--- config.mk ---
export PLATFORM = sky130hd
export DESIGN_NAME = frz_ctl_bank
export DESIGN_NICKNAME = d
export VERILOG_FILES = /design/src/rtl/frz_pkg.sv /design/src/rtl/frz_shadow_cell.sv /design/src/rtl/frz_addr_dec.sv /design/src/rtl/frz_rd_mux.sv /design/src/rtl/frz_ctl_bank.sv
export SDC_FILE = /design/constraint.sdc
export NUM_CORES = 1
export LEC_CHECK = 0
export BUFFER_PORTS_ARGS = -buffer_cell sky130_fd_sc_hd__buf_2
export CORE_ASPECT_RATIO = 2
export CORE_MARGIN = 2
export CORE_UTILIZATION = 46
export DETAILED_ROUTE_END_ITERATION = 12
export PLACE_DENSITY = 0.67
export SLEW_MARGIN = 40
export SYNTH_ARGS = -nofsm -noshare
export SYNTH_HDL_FRONTEND = slang
export SYNTH_SLANG_ARGS = --single-unit
--- constraint.sdc ---
create_clock -name clk -period 1.85 [get_ports clk]
set_clock_uncertainty 0.1 [all_clocks]
set_input_delay 0.0925 -clock clk [delete_from_list [all_inputs] [get_ports clk]]
set_output_delay 0.0925 -clock clk [all_outputs]
set_load 0.01 [all_outputs]
--- src/rtl/frz_pkg.sv ---
package frz_pkg;
  localparam int DW = 8;
  localparam int AW = 8;

  localparam logic [AW-1:0] ADDR_CLKSEL = 8'h03;
  localparam logic [AW-1:0] ADDR_MISC   = 8'h04;
  localparam logic [AW-1:0] ADDR_DMUTE  = 8'h05;
  localparam logic [AW-1:0] ADDR_AMUTE  = 8'h06;
  localparam logic [AW-1:0] ADDR_DINV   = 8'h07;
  localparam logic [AW-1:0] ADDR_AINV   = 8'h08;
  localparam logic [AW-1:0] ADDR_DVOL   = 8'h10;
  localparam logic [AW-1:0] ADDR_AVOL   = 8'h18;

  localparam int MISC_FREEZE_BIT = 7;
  localparam int MISC_AUX_BIT    = 6;
  localparam int CLK_LSB         = 1;
  localparam int CLK_W           = 3;

  // Protected slot order: DAC mute, ADC mute, DAC invert, ADC invert,
  // DAC volumes, ADC volumes.
  function automatic logic [AW-1:0] slot_addr(input int idx, input int nd);
    logic [AW-1:0] a;
    case (idx)
      0:       a = ADDR_DMUTE;
      1:       a = ADDR_AMUTE;
      2:       a = ADDR_DINV;
      3:       a = ADDR_AINV;
      default: a = (idx < 4 + nd) ? ADDR_DVOL + AW'(idx - 4)
                                  : ADDR_AVOL + AW'(idx - 4 - nd);
    endcase
    return a;
  endfunction

  function automatic logic [DW-1:0] slot_mask(input int idx, input int nd, input int na);
    logic [DW-1:0] m;
    case (idx)
      0, 2:    m = DW'((1 << nd) - 1);
      1, 3:    m = DW'((1 << na) - 1);
      default: m = '1;
    endcase
    return m;
  endfunction
endpackage

--- src/rtl/frz_shadow_cell.sv ---
module frz_shadow_cell #(
  parameter int W = 8,
  parameter logic [W-1:0] MASK = '1
) (
  input  logic         clk,
  input  logic         rst,
  input  logic         wr_hit,
  input  logic [W-1:0] wdata,
  input  logic         freeze,
  output logic [W-1:0] shadow_o,
  output logic [W-1:0] active_o
);
  logic [W-1:0] shadow_q, active_q;
  logic [W-1:0] wmasked;

  assign wmasked = wdata & MASK;

  always_ff @(posedge clk) begin
    if (rst) begin
      shadow_q <= '0;
      active_q <= '0;
    end else begin
      if (wr_hit) shadow_q <= wmasked;
      // Unfrozen: a write goes straight through; otherwise the active copy
      // follows the shadow, which commits pending data one edge after release.
      if (!freeze) active_q <= wr_hit ? wmasked : shadow_q;
    end
  end

  assign shadow_o = shadow_q;
  assign active_o = active_q;
endmodule

--- src/rtl/frz_addr_dec.sv ---
module frz_addr_dec
  import frz_pkg::*;
#(
  parameter int N_DAC = 6,
  parameter int N_ADC = 4,
  localparam int NSLOT = 4 + N_DAC + N_ADC
) (
  input  logic [AW-1:0]    addr,
  output logic [NSLOT-1:0] slot_hit,
  output logic             clk_hit,
  output logic             misc_hit
);
  for (genvar s = 0; s < NSLOT; s++) begin : g_slot
    localparam logic [AW-1:0] SA = slot_addr(s, N_DAC);
    assign slot_hit[s] = (addr == SA);
  end

  assign clk_hit  = (addr == ADDR_CLKSEL);
  assign misc_hit = (addr == ADDR_MISC);
endmodule

--- src/rtl/frz_rd_mux.sv ---
module frz_rd_mux
  import frz_pkg::*;
#(
  parameter int NSLOT = 14
) (
  input  logic [NSLOT-1:0]    slot_hit,
  input  logic [NSLOT*DW-1:0] slot_val,
  input  logic                clk_hit,
  input  logic [DW-1:0]       clk_val,
  input  logic                misc_hit,
  input  logic [DW-1:0]       misc_val,
  output logic [DW-1:0]       rdata
);
  always_comb begin
    rdata = '0;
    for (int s = 0; s < NSLOT; s++)
      if (slot_hit[s]) rdata = rdata | slot_val[s*DW +: DW];
    if (clk_hit)  rdata = rdata | clk_val;
    if (misc_hit) rdata = rdata | misc_val;
  end
endmodule

--- src/rtl/frz_ctl_bank.sv ---
module frz_ctl_bank
  import frz_pkg::*;
#(
  parameter int N_DAC = 6,
  parameter int N_ADC = 4
) (
  input  logic               clk,
  input  logic               rst,
  input  logic               wr_en,
  input  logic [7:0]         addr,
  input  logic [7:0]         wdata,
  output logic [7:0]         rdata,
  output logic [N_DAC-1:0]   dac_mute_o,
  output logic [N_ADC-1:0]   adc_mute_o,
  output logic [N_DAC-1:0]   dac_inv_o,
  output logic [N_ADC-1:0]   adc_inv_o,
  output logic [8*N_DAC-1:0] dac_vol_o,
  output logic [8*N_ADC-1:0] adc_vol_o,
  output logic [2:0]         mclk_sel_o,
  output logic               aux_i2s_o
);
  localparam int NSLOT   = 4 + N_DAC + N_ADC;
  localparam int DVOL_S0 = 4;
  localparam int AVOL_S0 = 4 + N_DAC;

  logic [NSLOT-1:0]    slot_hit;
  logic                clk_hit, misc_hit;
  logic [NSLOT*DW-1:0] shadow_flat, active_flat;
  logic [CLK_W-1:0]    mclk_sel_q;
  logic                freeze_q, aux_q;
  logic [DW-1:0]       clk_rd, misc_rd;

  frz_addr_dec #(.N_DAC(N_DAC), .N_ADC(N_ADC)) u_dec (
    .addr(addr), .slot_hit(slot_hit), .clk_hit(clk_hit), .misc_hit(misc_hit)
  );

  for (genvar s = 0; s < NSLOT; s++) begin : g_cell
    frz_shadow_cell #(.W(DW), .MASK(slot_mask(s, N_DAC, N_ADC))) u_cell (
      .clk(clk), .rst(rst),
      .wr_hit(wr_en & slot_hit[s]),
      .wdata(wdata),
      .freeze(freeze_q),
      .shadow_o(shadow_flat[s*DW +: DW]),
      .active_o(active_flat[s*DW +: DW])
    );
  end

  // Plain registers: never held back by freeze.
  always_ff @(posedge clk) begin
    if (rst) begin
      mclk_sel_q <= '0;
      freeze_q   <= 1'b0;
      aux_q      <= 1'b0;
    end else if (wr_en) begin
      if (clk_hit) mclk_sel_q <= wdata[CLK_LSB +: CLK_W];
      if (misc_hit) begin
        freeze_q <= wdata[MISC_FREEZE_BIT];
        aux_q    <= wdata[MISC_AUX_BIT];
      end
    end
  end

  always_comb begin
    clk_rd  = '0;
    clk_rd[CLK_LSB +: CLK_W] = mclk_sel_q;
    misc_rd = '0;
    misc_rd[MISC_FREEZE_BIT] = freeze_q;
    misc_rd[MISC_AUX_BIT]    = aux_q;
  end

  frz_rd_mux #(.NSLOT(NSLOT)) u_rd (
    .slot_hit(slot_hit), .slot_val(shadow_flat),
    .clk_hit(clk_hit), .clk_val(clk_rd),
    .misc_hit(misc_hit), .misc_val(misc_rd),
    .rdata(rdata)
  );

  assign dac_mute_o = active_flat[0*DW +: N_DAC];
  assign adc_mute_o = active_flat[1*DW +: N_ADC];
  assign dac_inv_o  = active_flat[2*DW +: N_DAC];
  assign adc_inv_o  = active_flat[3*DW +: N_ADC];

  for (genvar i = 0; i < N_DAC; i++) begin : g_dvol
    assign dac_vol_o[i*DW +: DW] = active_flat[(DVOL_S0+i)*DW +: DW];
  end
  for (genvar j = 0; j < N_ADC; j++) begin : g_avol
    assign adc_vol_o[j*DW +: DW] = active_flat[(AVOL_S0+j)*DW +: DW];
  end

  assign mclk_sel_o = mclk_sel_q;
  assign aux_i2s_o  = aux_q;
endmodule

## After elaboration in Yosys (flattened, before gate mapping)

Index checks and enable logic that the tools add are counted.

| storage, ports and cells | value |
|---|---|
| logic and storage cells | 108 |
| output and inout bits | 112 |
| input port bits | 19 |
| register bits | 217 |

| operators by class | value |
|---|---|
| reduce and logical (&&, ||, !) cells | 2 |
| bitwise gates (word level) | 29 |
| multiplexer cells | 30 |
| equal/unequal tests | 16 |

Operator list:

| operator | number |
|---|---|
| two-way mux 8 bit | 30 |
| OR 8 bit | 14 |
| == test 8 x 5 -> 1 bit, second input constant | 10 |
| == test 8 x 3 -> 1 bit, second input constant | 4 |
| AND 1 bit | 14 |
| == test 8 x 2 -> 1 bit, second input constant | 1 |
| == test 8 x 4 -> 1 bit, second input constant | 1 |
| OR 8 x 4 -> 8 bit | 1 |
| AND reduction 2 bit | 2 |

## Logic depth before layout (Yosys ltp)

Gate-level depths: netlist of the first run.

| depth | value |
|---|---|
| word-level depth | 32 |
| gate-level depth with buffers | 8 |
| depth with buffers taken out | 5 |

## Modules after synthesis

Synthesis of the first run repeated with hierarchy kept, for this count alone.

| second synthesis, totals | value |
|---|---|
| cell total of the unflattened synthesis | 885 |
| area, all modules | 9212.6 µm² |

Modules (own cells, without submodules):

| module | area each (µm²) | cells each | instances | sequential area each (µm²) |
|---|---|---|---|---|
| frz_shadow_cell at g_cell[10].u_cell ... | 564.3 | 52 | 10 | 320.3 |
| frz_shadow_cell at g_cell[1].u_cell ... | 581.8 | 53 | 2 | 320.3 |
| frz_shadow_cell at g_cell[0].u_cell ... | 576.8 | 53 | 2 | 320.3 |
| frz_rd_mux | 768.2 | 88 | 1 | 0.0 |
| frz_ctl_bank | 316.6 | 37 | 1 | 100.1 |
| frz_addr_dec | 167.7 | 28 | 1 | 0.0 |

## Worst setup path before layout of the first run

Ideal clock, no wire load.

| timing path | value |
|---|---|
| path type | input to output |
| start | in addr[5] |
| end | out rdata[4] |
| path slack | -0.095 ns |
| data required time | 1.657 ns |
| stages | 5 |
| arrival time | 1.753 ns |
| path buffers | 1 |
| cell sequence | or4b_4 -> clkbuf_8 -> nor3_1 -> a311oi_1 -> o21ai_0 |

| between the ends | value |
|---|---|
| word-level cells in the longest chain between the ends | 32 |
| elaborated cells between the ends (all ways) | 47 |
| those cells by class | 16 x eq/ne; 16 x mux; 15 x bitwise |

RTL lines:

| element | RTL line | RTL |
|---|---|---|
| from (decl) | frz_ctl_bank.sv:10 | `input logic [7:0] addr,` |
| == test 8 x 3 -> 1 bit | frz_addr_dec.sv:15 | `assign slot_hit[s] = (addr == SA);` |
| two-way mux 8 bit | frz_rd_mux.sv:17 | `if (slot_hit[s]) rdata = rdata \| slot_val[s*DW +: DW];` |
| OR 8 bit | frz_rd_mux.sv:17 |  |
| two-way mux 8 bit | frz_rd_mux.sv:17 |  |
| OR 8 bit | frz_rd_mux.sv:17 |  |
| two-way mux 8 bit | frz_rd_mux.sv:17 |  |
| OR 8 bit | frz_rd_mux.sv:17 |  |
| two-way mux 8 bit | frz_rd_mux.sv:17 |  |
| [16 not listed] | n/a |  |
| OR 8 bit | frz_rd_mux.sv:17 |  |
| two-way mux 8 bit | frz_rd_mux.sv:17 |  |
| OR 8 bit | frz_rd_mux.sv:17 |  |
| two-way mux 8 bit | frz_rd_mux.sv:17 |  |
| OR 8 x 4 -> 8 bit | frz_rd_mux.sv:18 | `if (clk_hit) rdata = rdata \| clk_val;` |
| two-way mux 8 bit | frz_rd_mux.sv:18 |  |
| OR 8 bit | frz_rd_mux.sv:19 | `if (misc_hit) rdata = rdata \| misc_val;` |
| two-way mux 8 bit (*) | frz_rd_mux.sv:19 |  |
| to (decl) | frz_ctl_bank.sv:12 | `output logic [7:0] rdata,` |

Mark *: on every way between the ends. The rest lies on a longest branch, timed or not.

## Worst setup path after layout of the first run

| timing path | value |
|---|---|
| start | reg g_cell[1].u_cell.shadow_q[0] |
| end | out rdata[0] |

| between the ends | value |
|---|---|
| word-level cells in the longest chain between the ends | 30 |

RTL lines:

| element | RTL line | RTL |
|---|---|---|
| from (decl) | frz_shadow_cell.sv:13 | `logic [W-1:0] shadow_q, active_q;` |
| from (signal assigned) | frz_shadow_cell.sv:23 | `if (wr_hit) shadow_q <= wmasked;` |
| OR 8 bit (*) | frz_rd_mux.sv:17 |  |
| two-way mux 8 bit (*) | frz_rd_mux.sv:17 |  |
| OR 8 bit | frz_rd_mux.sv:17 |  |
| two-way mux 8 bit (*) | frz_rd_mux.sv:17 |  |
| OR 8 bit | frz_rd_mux.sv:17 |  |
| two-way mux 8 bit (*) | frz_rd_mux.sv:17 |  |
| OR 8 bit | frz_rd_mux.sv:17 |  |
| two-way mux 8 bit (*) | frz_rd_mux.sv:17 |  |
| [14 not listed] | n/a |  |
| OR 8 bit | frz_rd_mux.sv:17 |  |
| two-way mux 8 bit (*) | frz_rd_mux.sv:17 |  |
| OR 8 bit | frz_rd_mux.sv:17 |  |
| two-way mux 8 bit (*) | frz_rd_mux.sv:17 |  |
| OR 8 x 4 -> 8 bit | frz_rd_mux.sv:18 |  |
| two-way mux 8 bit (*) | frz_rd_mux.sv:18 |  |
| OR 8 bit | frz_rd_mux.sv:19 |  |
| two-way mux 8 bit (*) | frz_rd_mux.sv:19 |  |

Marked as above.

==> qor.yml, run 1 <==
run_status:
  status: "finished, violations left"
  violations: "setup timing"
die:
  io_pins: 131
  num_rows: 69
  die_area_um2: 19400
  die_w_um: 99.49
  core_um2: 17780
  chipHeight_um: 195.0
  start_util_pct: 47.16
power:
  power.total_uw: 8642
  p_seq_share_pct: 51.2
  ir_drop_v: 0.0006540
  sw_frac_of_total_pct: 22.47
  p_switching_uw: 1942
  clockPowerShare_pct: 43.5
  power_leakage_uw: 0.004869
  power_density_nw_per_um2: 794.0
  power_frac_comb_pct: 5.4
  p_int_uw: 6700
critical_path:
  r2r_cells: 4
  startpoint_type: "flip-flop"
  r2r_start: "freeze_q"
  cp_max_fo: 2
  timing.critical_path.from: "g_cell[1].u_cell.shadow_o[0]"
  required_ps: 1660
  cp-end-kind: "output port"
  crit_type: "reg2out"
  arrival_ps: 1990
detailed_routing:
  drcViolationCount: 0
  first_pass_iters: 5
  wl_per_cell_um: 20.67
  drtIter0Drc: 350
  wl_um: 26380
  avgViaCountPerCell: 5.538
  vias: 7066
  ant_nets: 0
sta:
  max_freq_mhz: 458.8
  slew_headroom_pct: 59.81
  slew_viol_final: 0
  tightest_slew_ps: 602.9
  rsz0062_at_grt: "yes"
  final_hold_viol_count: 0
  setup_viol: 8
  layout_min_cycle_time_ps: 2180
  final.period_utilization_pct: 117.8
  fin_ws_ps: -329.7
cts:
  cts_root_buf: "clkbuf_16"
  clkSlewWorstSetupHoldPaths_ps: 70
  clockBufferDepth: 3
  cts.sinks: 205
  cts_tree: "built"
  clkLatencyLatePin_ps: 490
  cts_buffers: 18
  htreeDepth: 1
layout:
  drive_above_1_share_pct: 32.93
  nets: 1071
  area_delta_synth_final_pct: 29.76
  fin_area_um2: 10880
  diodes: 0
grt:
  grt_overflow_total: 0
  grt_use_total_pct: 26.40
  grt_max_degree: 114
  grt_first_pass_wirelength_um: 39430
  grt_pass1_vias: 6919
  antenna_found_initial: 0
yosys:
  syn_area_per_cell_um2: 9.742
  synthCells: 861
  synth_cell_types: 57
  synth-seq-cells: 205
  yosys_warnings: 0
  synth_seq_area_share_pct: 48.93
  synth_enable_flop_cells: 0
  syn_nets: 880
  syn_area_um2: 8388
  synth_ff_type: "dfxtp_1"
  synthArstFlopShare_pct: 0
placed_design:
  place_congestion: 0.9825
  placed_area_um2: 9926
  hpwl_um: 18710
  port_buffers: 130
worst_hold_path:
  whs_path_depth: 3
  hold_path.class: "in2reg"
  hp-start: "wdata[3]"
flow_run:
  drv_cap: 0
## what timing repair did
action | 4_1_cts | 5_1_grt
setup endpoints to repair | 8 | 8
gates cloned | 1 | 0
pin swaps | 16 | 15
setup buffers | 3 | 4
endpoints found under the hold margin | 34 | 0
hold buffers | 6 | 0
resized for setup | 40 | 17
## synthesized netlist by cell type, types with 2 or more instances
cell type,number,area [um^2]
nand2_1,28,105.1
nor4_1,2,12.51
clkbuf_1,54,202.7
o21ai_0,8,40.04
dfxtp_1,205,4104
a32o_1,5,50.05
nand3b_1,4,30.03
nor3_4,3,48.80
nand3_2,2,20.02
a22o_1,8,70.07
buf_1,4,15.01
nor2_8,2,40.04
a21oi_1,8,40.04
and3_1,2,12.51
nor3_1,5,25.02
nor2b_1,30,187.7
nand3_1,16,80.08
a211oi_1,76,570.6
buf_2,11,55.05
nor2_4,5,56.30
mux2i_1,115,1151
a32oi_1,2,17.52
nor2_1,186,698.2
a22oi_1,7,52.55
nand2b_1,2,12.51
nor3b_1,2,15.01
a311oi_1,3,26.28
o211ai_1,4,30.03
nor2_2,2,12.51
a31oi_1,4,25.02
mux2_2,27,304.0
nor4_2,2,25.02
o22ai_1,3,18.77
## placed cells by master (no fill, tap or decap), types with 3 or more instances in the layout
cell type      synthesis  final
a211oi_1              76     76
a21oi_1                8      8
a22o_1                 8      8
a22oi_1                7      4
a22oi_2                0      3
a31oi_1                4      4
a32o_1                 5      5
buf_12                 0     12
buf_2                 11    124
buf_4                  0     88
buf_6                  1      9
clkbuf_16              0     19
clkbuf_8               1      6
clkinv_2               0      3
dfxtp_1              205    197
dfxtp_2                0      8
dlygate4sd3_1          0      6
mux2_2                27     26
mux2i_1              115    113
nand2_1               28     27
nand3_1               16     14
nand3b_1               4      4
nor2_1               186    185
nor2_4                 5      6
nor2b_1               30     30
nor3_1                 5      3
nor3_4                 3      4
o211ai_1               4      4
o21ai_0                8      7
or4b_4                 1      3
## final cells by class
cell class | count | area (um^2)
Timing Repair Buffer | 241 | 1713
Tap cell | 213 | 266.5
Clock buffer | 27 | 565.5
Inverter | 2 | 12.51
Fill cell | 1596 | 6900
Clock inverter | 4 | 22.52
Multi-Input combinational cell | 584 | 4190
Sequential cell | 205 | 4114
## logic make-up (layout without fill, tap and decap cells)
logic type	Yosys count	in the layout	share of synthesized area, %
multiplexers	143	143	17.62
AND/OR/NAND/NOR	302	303	17.48
buffers and inverters	73	274	3.639
flip-flops	205	205	48.93
AO/OA/AOI/OAI	138	138	12.34
## per-stage QoR
| stage | TNS (ps) | util (%) | worst slack [ps] | instances | hold slack (ps) |
|---|---|---|---|---|---|
| 5_1_grt | -1884 | 61.20 | -337.2 | 1276 | 17.03 |
| 4_1_cts | -1491 | 60.55 | -351.4 | 1272 | 6.142 |
| 6_report | -1362 | 61.20 | -329.7 | 1276 | 19.46 |
| 2_1_floorplan | -41.50 | - | -25.60 | 861 | 159.8 |
| 3_5_place_dp | -33180 | 55.81 | -391.7 | 1231 | 350.0 |
| 3_3_place_gp | -27110 | 55.81 | -380.9 | 1231 | 346.3 |
## power groups by stage
stage,registers (uW),clock network (uW),logic (uW)
2_1_floorplan,4520,0,206
3_3_place_gp,4520,0,411
3_5_place_dp,4520,0,411
4_1_cts,4420,3820,447
5_1_grt,4420,3970,485
6_report,4420,3760,464
## state kept, by name, indices dropped and copies added, names as in the netlist
| signal | count |
|---|---|
| mclk_sel_o | 3 |
| freeze_q | 1 |
| g_cell.u_cell.active_o | 100 |
| aux_i2s_o | 1 |
| g_cell.u_cell.shadow_o | 100 |
## routing by layer
layer  share of wire (%)  vias up  GRT usage (%)
met4                 6.2        0          14.66
met1                  39     3339          30.76
met2                  51      228          46.47
met3                 4.2       70          2.720
met5                   0        -              0
li1                    -     3429              -
## final timing paths
kind | slack [ps] | endpoint
worst max register to register | 320 | g_cell[9].u_cell.active_o[5]
worst min-delay path | 20 | mclk_sel_o[2]
worst max-delay path | -330 | rdata[0]
worst min register to register | 380 | g_cell[8].u_cell.active_o[0]
## worst max-delay path, stage by stage, from the launching register on
cell and delay, ps:
dfxtp_1 320, mux2_4 280, a22o_1 220, a22oi_2 130, o211ai_1 110, a211o_1 290
buf_2 160
Power figures use the tool's default switching activity.
==> inputs of run 2 (changes only) <==
- SETUP_SLACK_MARGIN: default -> 0.1
- SLEW_MARGIN: 40 -> 30
==> run 2 against run 1 <==
Effect of this change: total power decreased by 0.86%; setup slack gained 24 ps; critical endpoint unchanged; combinational power fell by 4%; first-iteration DRC count fell by 0.29%; largest cell class is now sequential cells; hold slack improved by 12 ps; highest routed layer unchanged; fmax rose by 1.1%; the run still ends with setup timing left; core utilization decreased by 0.80 points.
==> qor.yml, run 2 (same netlist as run 1, synthesis figures left out) <==
flow_run:
  drv_cap: 0  # unchanged
sta:
  fin_ws_ps: -305.6  # +24.12 ps
  final_hold_viol_count: 0  # unchanged
  slew_viol_final: 0  # unchanged
  final.period_utilization_pct: 116.5  # -1.3 points
  rsz0062_at_grt: "yes"
  tightest_slew_ps: 547.6  # -55.26 ps
  slew_headroom_pct: 63.49  # +3.7 points
  layout_min_cycle_time_ps: 2156  # -24.12 ps
  max_freq_mhz: 463.9  # +1.1%
  setup_viol: 8  # unchanged
detailed_routing:
  first_pass_iters: 5  # unchanged
  dr.max_layer_used: "met4"
  wl_per_cell_um: 20.33  # -1.6%
  wl_um: 25760  # -2.3%
  ant_nets: 0  # unchanged
  route.met3.wl_um: 1090  # -1.9%
  wl_met2_um: 13400  # +0.38%
  wl_met1_um: 10040  # -2.5%
  drtIter0Drc: 349  # -0.29%
  vias: 6971  # -1.3%
  avgViaCountPerCell: 5.502  # -0.64%
  drcViolationCount: 0  # unchanged
die:
  io_pins: 131  # unchanged
  die_area_um2: 19400  # unchanged
  start_util_pct: 47.16  # unchanged
  core_um2: 17780  # unchanged
  chipHeight_um: 195.0  # unchanged
  die_w_um: 99.49  # unchanged
  num_rows: 69  # unchanged
critical_path:
  arrival_ps: 1960  # -30 ps
  r2r_slack_ps: 530  # +210 ps
  r2r_cells: 4  # unchanged
  r2r_start: "freeze_q"
  required_ps: 1660  # about the same
  cp-end-kind: "output port"
  cp_max_fo: 2  # unchanged
  reg2reg_to: "g_cell[13].u_cell.active_o[1]"
  crit_type: "reg2out"
  timing.critical_path.from: "g_cell[2].u_cell.shadow_o[0]"
  startpoint_type: "flip-flop"
  path_cells: "mux2_4 -> a22o_4 -> a22oi_2 -> o211ai_1 -> a211o_1 -> buf_2"
  slowest_delay_ps: 330  # about the same
  slowest_stage: "dfxtp_2"
worst_hold_path:
  hp-start: "wr_en"
  hold_end: "aux_i2s_o"
  whs_path_depth: 4  # +1
  hold_path.class: "in2reg"
layout:
  nets: 1064  # -0.65%
  utilization_pct: 60.40  # -0.80 points
  drive_above_1_share_pct: 31.21  # -1.7 points
  final_common_cell: "dfxtp_1"
  area_delta_synth_final_pct: 28.06
  diodes: 0  # unchanged
  final_cell_mix: "dfxtp_1 (197), nor2_1 (185), buf_2 (126), mux2i_1 (112), buf_4 (81)"
  instances_no_fill: 1267  # -0.71%
grt:
  grt_max_degree: 65  # -43%
  grt_pass1_vias: 6867  # -0.75%
  antenna_found_initial: 0  # unchanged
  grt_use_total_pct: 26.07  # -0.33 points
  grt_first_pass_wirelength_um: 39090  # -0.86%
  grt_overflow_total: 0  # unchanged
placed_design:
  port_buffers: 130  # unchanged
  hpwl_um: 18770  # +0.31%
  place_congestion: 0.9392  # -4.4%
  placed_cells: 1228  # -0.24%
cts:
  cts_tree: "built"
  cts_buffers: 18  # unchanged
  cts_root_buf: "clkbuf_16"
  clkSlewWorstSetupHoldPaths_ps: 70  # about the same
  clockBufferDepth: 3  # unchanged
  clkLatencyLatePin_ps: 490  # about the same
  cts.sinks: 205  # unchanged
  htreeDepth: 1  # unchanged
power:
  ir_drop_v: 0.0007958  # +22%
  power_leakage_uw: 0.004818  # -1.0%
  power_density_nw_per_um2: 797.6  # +0.45%
run_status:
  status: "finished, violations left"
  violations: "setup timing"
run 2: per-layer routing:
layer	vias up	track usage, %
met4	0	12.68
met5	-	0
met2	196	46.42
li1	3412	-
met3	51	3.042
met1	3312	30.45
run 2: area by class of cell:
type	count	area, um^2
timing repair buffer	235	1695
multi-input combinational	583	4074
fill	1610	7043
inverter	2	12.51
tap	213	266.5
clock buffer	28	569.3
clock inverter	1	7.507
sequential	205	4116
run 2: how the worst max path moves through the flow:
| stage | cells past startpoint | end | slack, ps |
|---|---|---|---|
| after floorplan | 6 | g_cell[13].u_cell.active_o[0] | 5 |
| after global placement | 10 | rdata[3] | -260 |
| after detailed placement | 7 | rdata[4] | -260 |
| after CTS | 6 | rdata[0] | -340 |
| after global routing | 6 | rdata[0] | -370 |
| final | 6 | rdata[0] | -310 |
run 2: where the power goes:
| group | switching, uW | leakage, uW | internal [uW] |
|---|---|---|---|
| Sequential | 4.03 | 0.00165 | 4420 |
| Combinational | 286 | 0.00288 | 160 |
| Clock | 1600 | 0.000281 | 2110 |
run 2: per-stage QoR:
| step | setup WS (ps) | power, uW | TNS, ps | cell area (um^2) | hold slack, ps |
|---|---|---|---|---|---|
| after floorplan | 5.156 | 4732 | 0 | 8436 | 159.8 |
| after global placement | -263.7 | 4943 | -23000 | 9981 | 369.9 |
| after detailed placement | -257.2 | 4941 | -25170 | 9981 | 374.9 |
| after CTS | -336.7 | 8650 | -1589 | 10710 | 13.02 |
| after global routing | -372.4 | 8823 | -1997 | 10740 | 53.40 |
| final | -305.6 | 8568 | -1464 | 10740 | 31.42 |
run 2: timing repair:
item	4_1_cts	5_1_grt
buffers inserted	3	1
endpoints found under the hold margin	45	0
pin swaps	10	3
gates resized for setup	19	6
hold buffers	6	0
endpoints found under the setup margin	8	9
run 2: worst max-delay path: cells and delay by family (launching register included):
| family | cells | cell delay, ps |
|---|---|---|
| muxes | 1 | 260 |
| AOI/OAI and AO/OA | 4 | 730 |
| DFF | 1 | 330 |
| buffers and inverters | 1 | 150 |
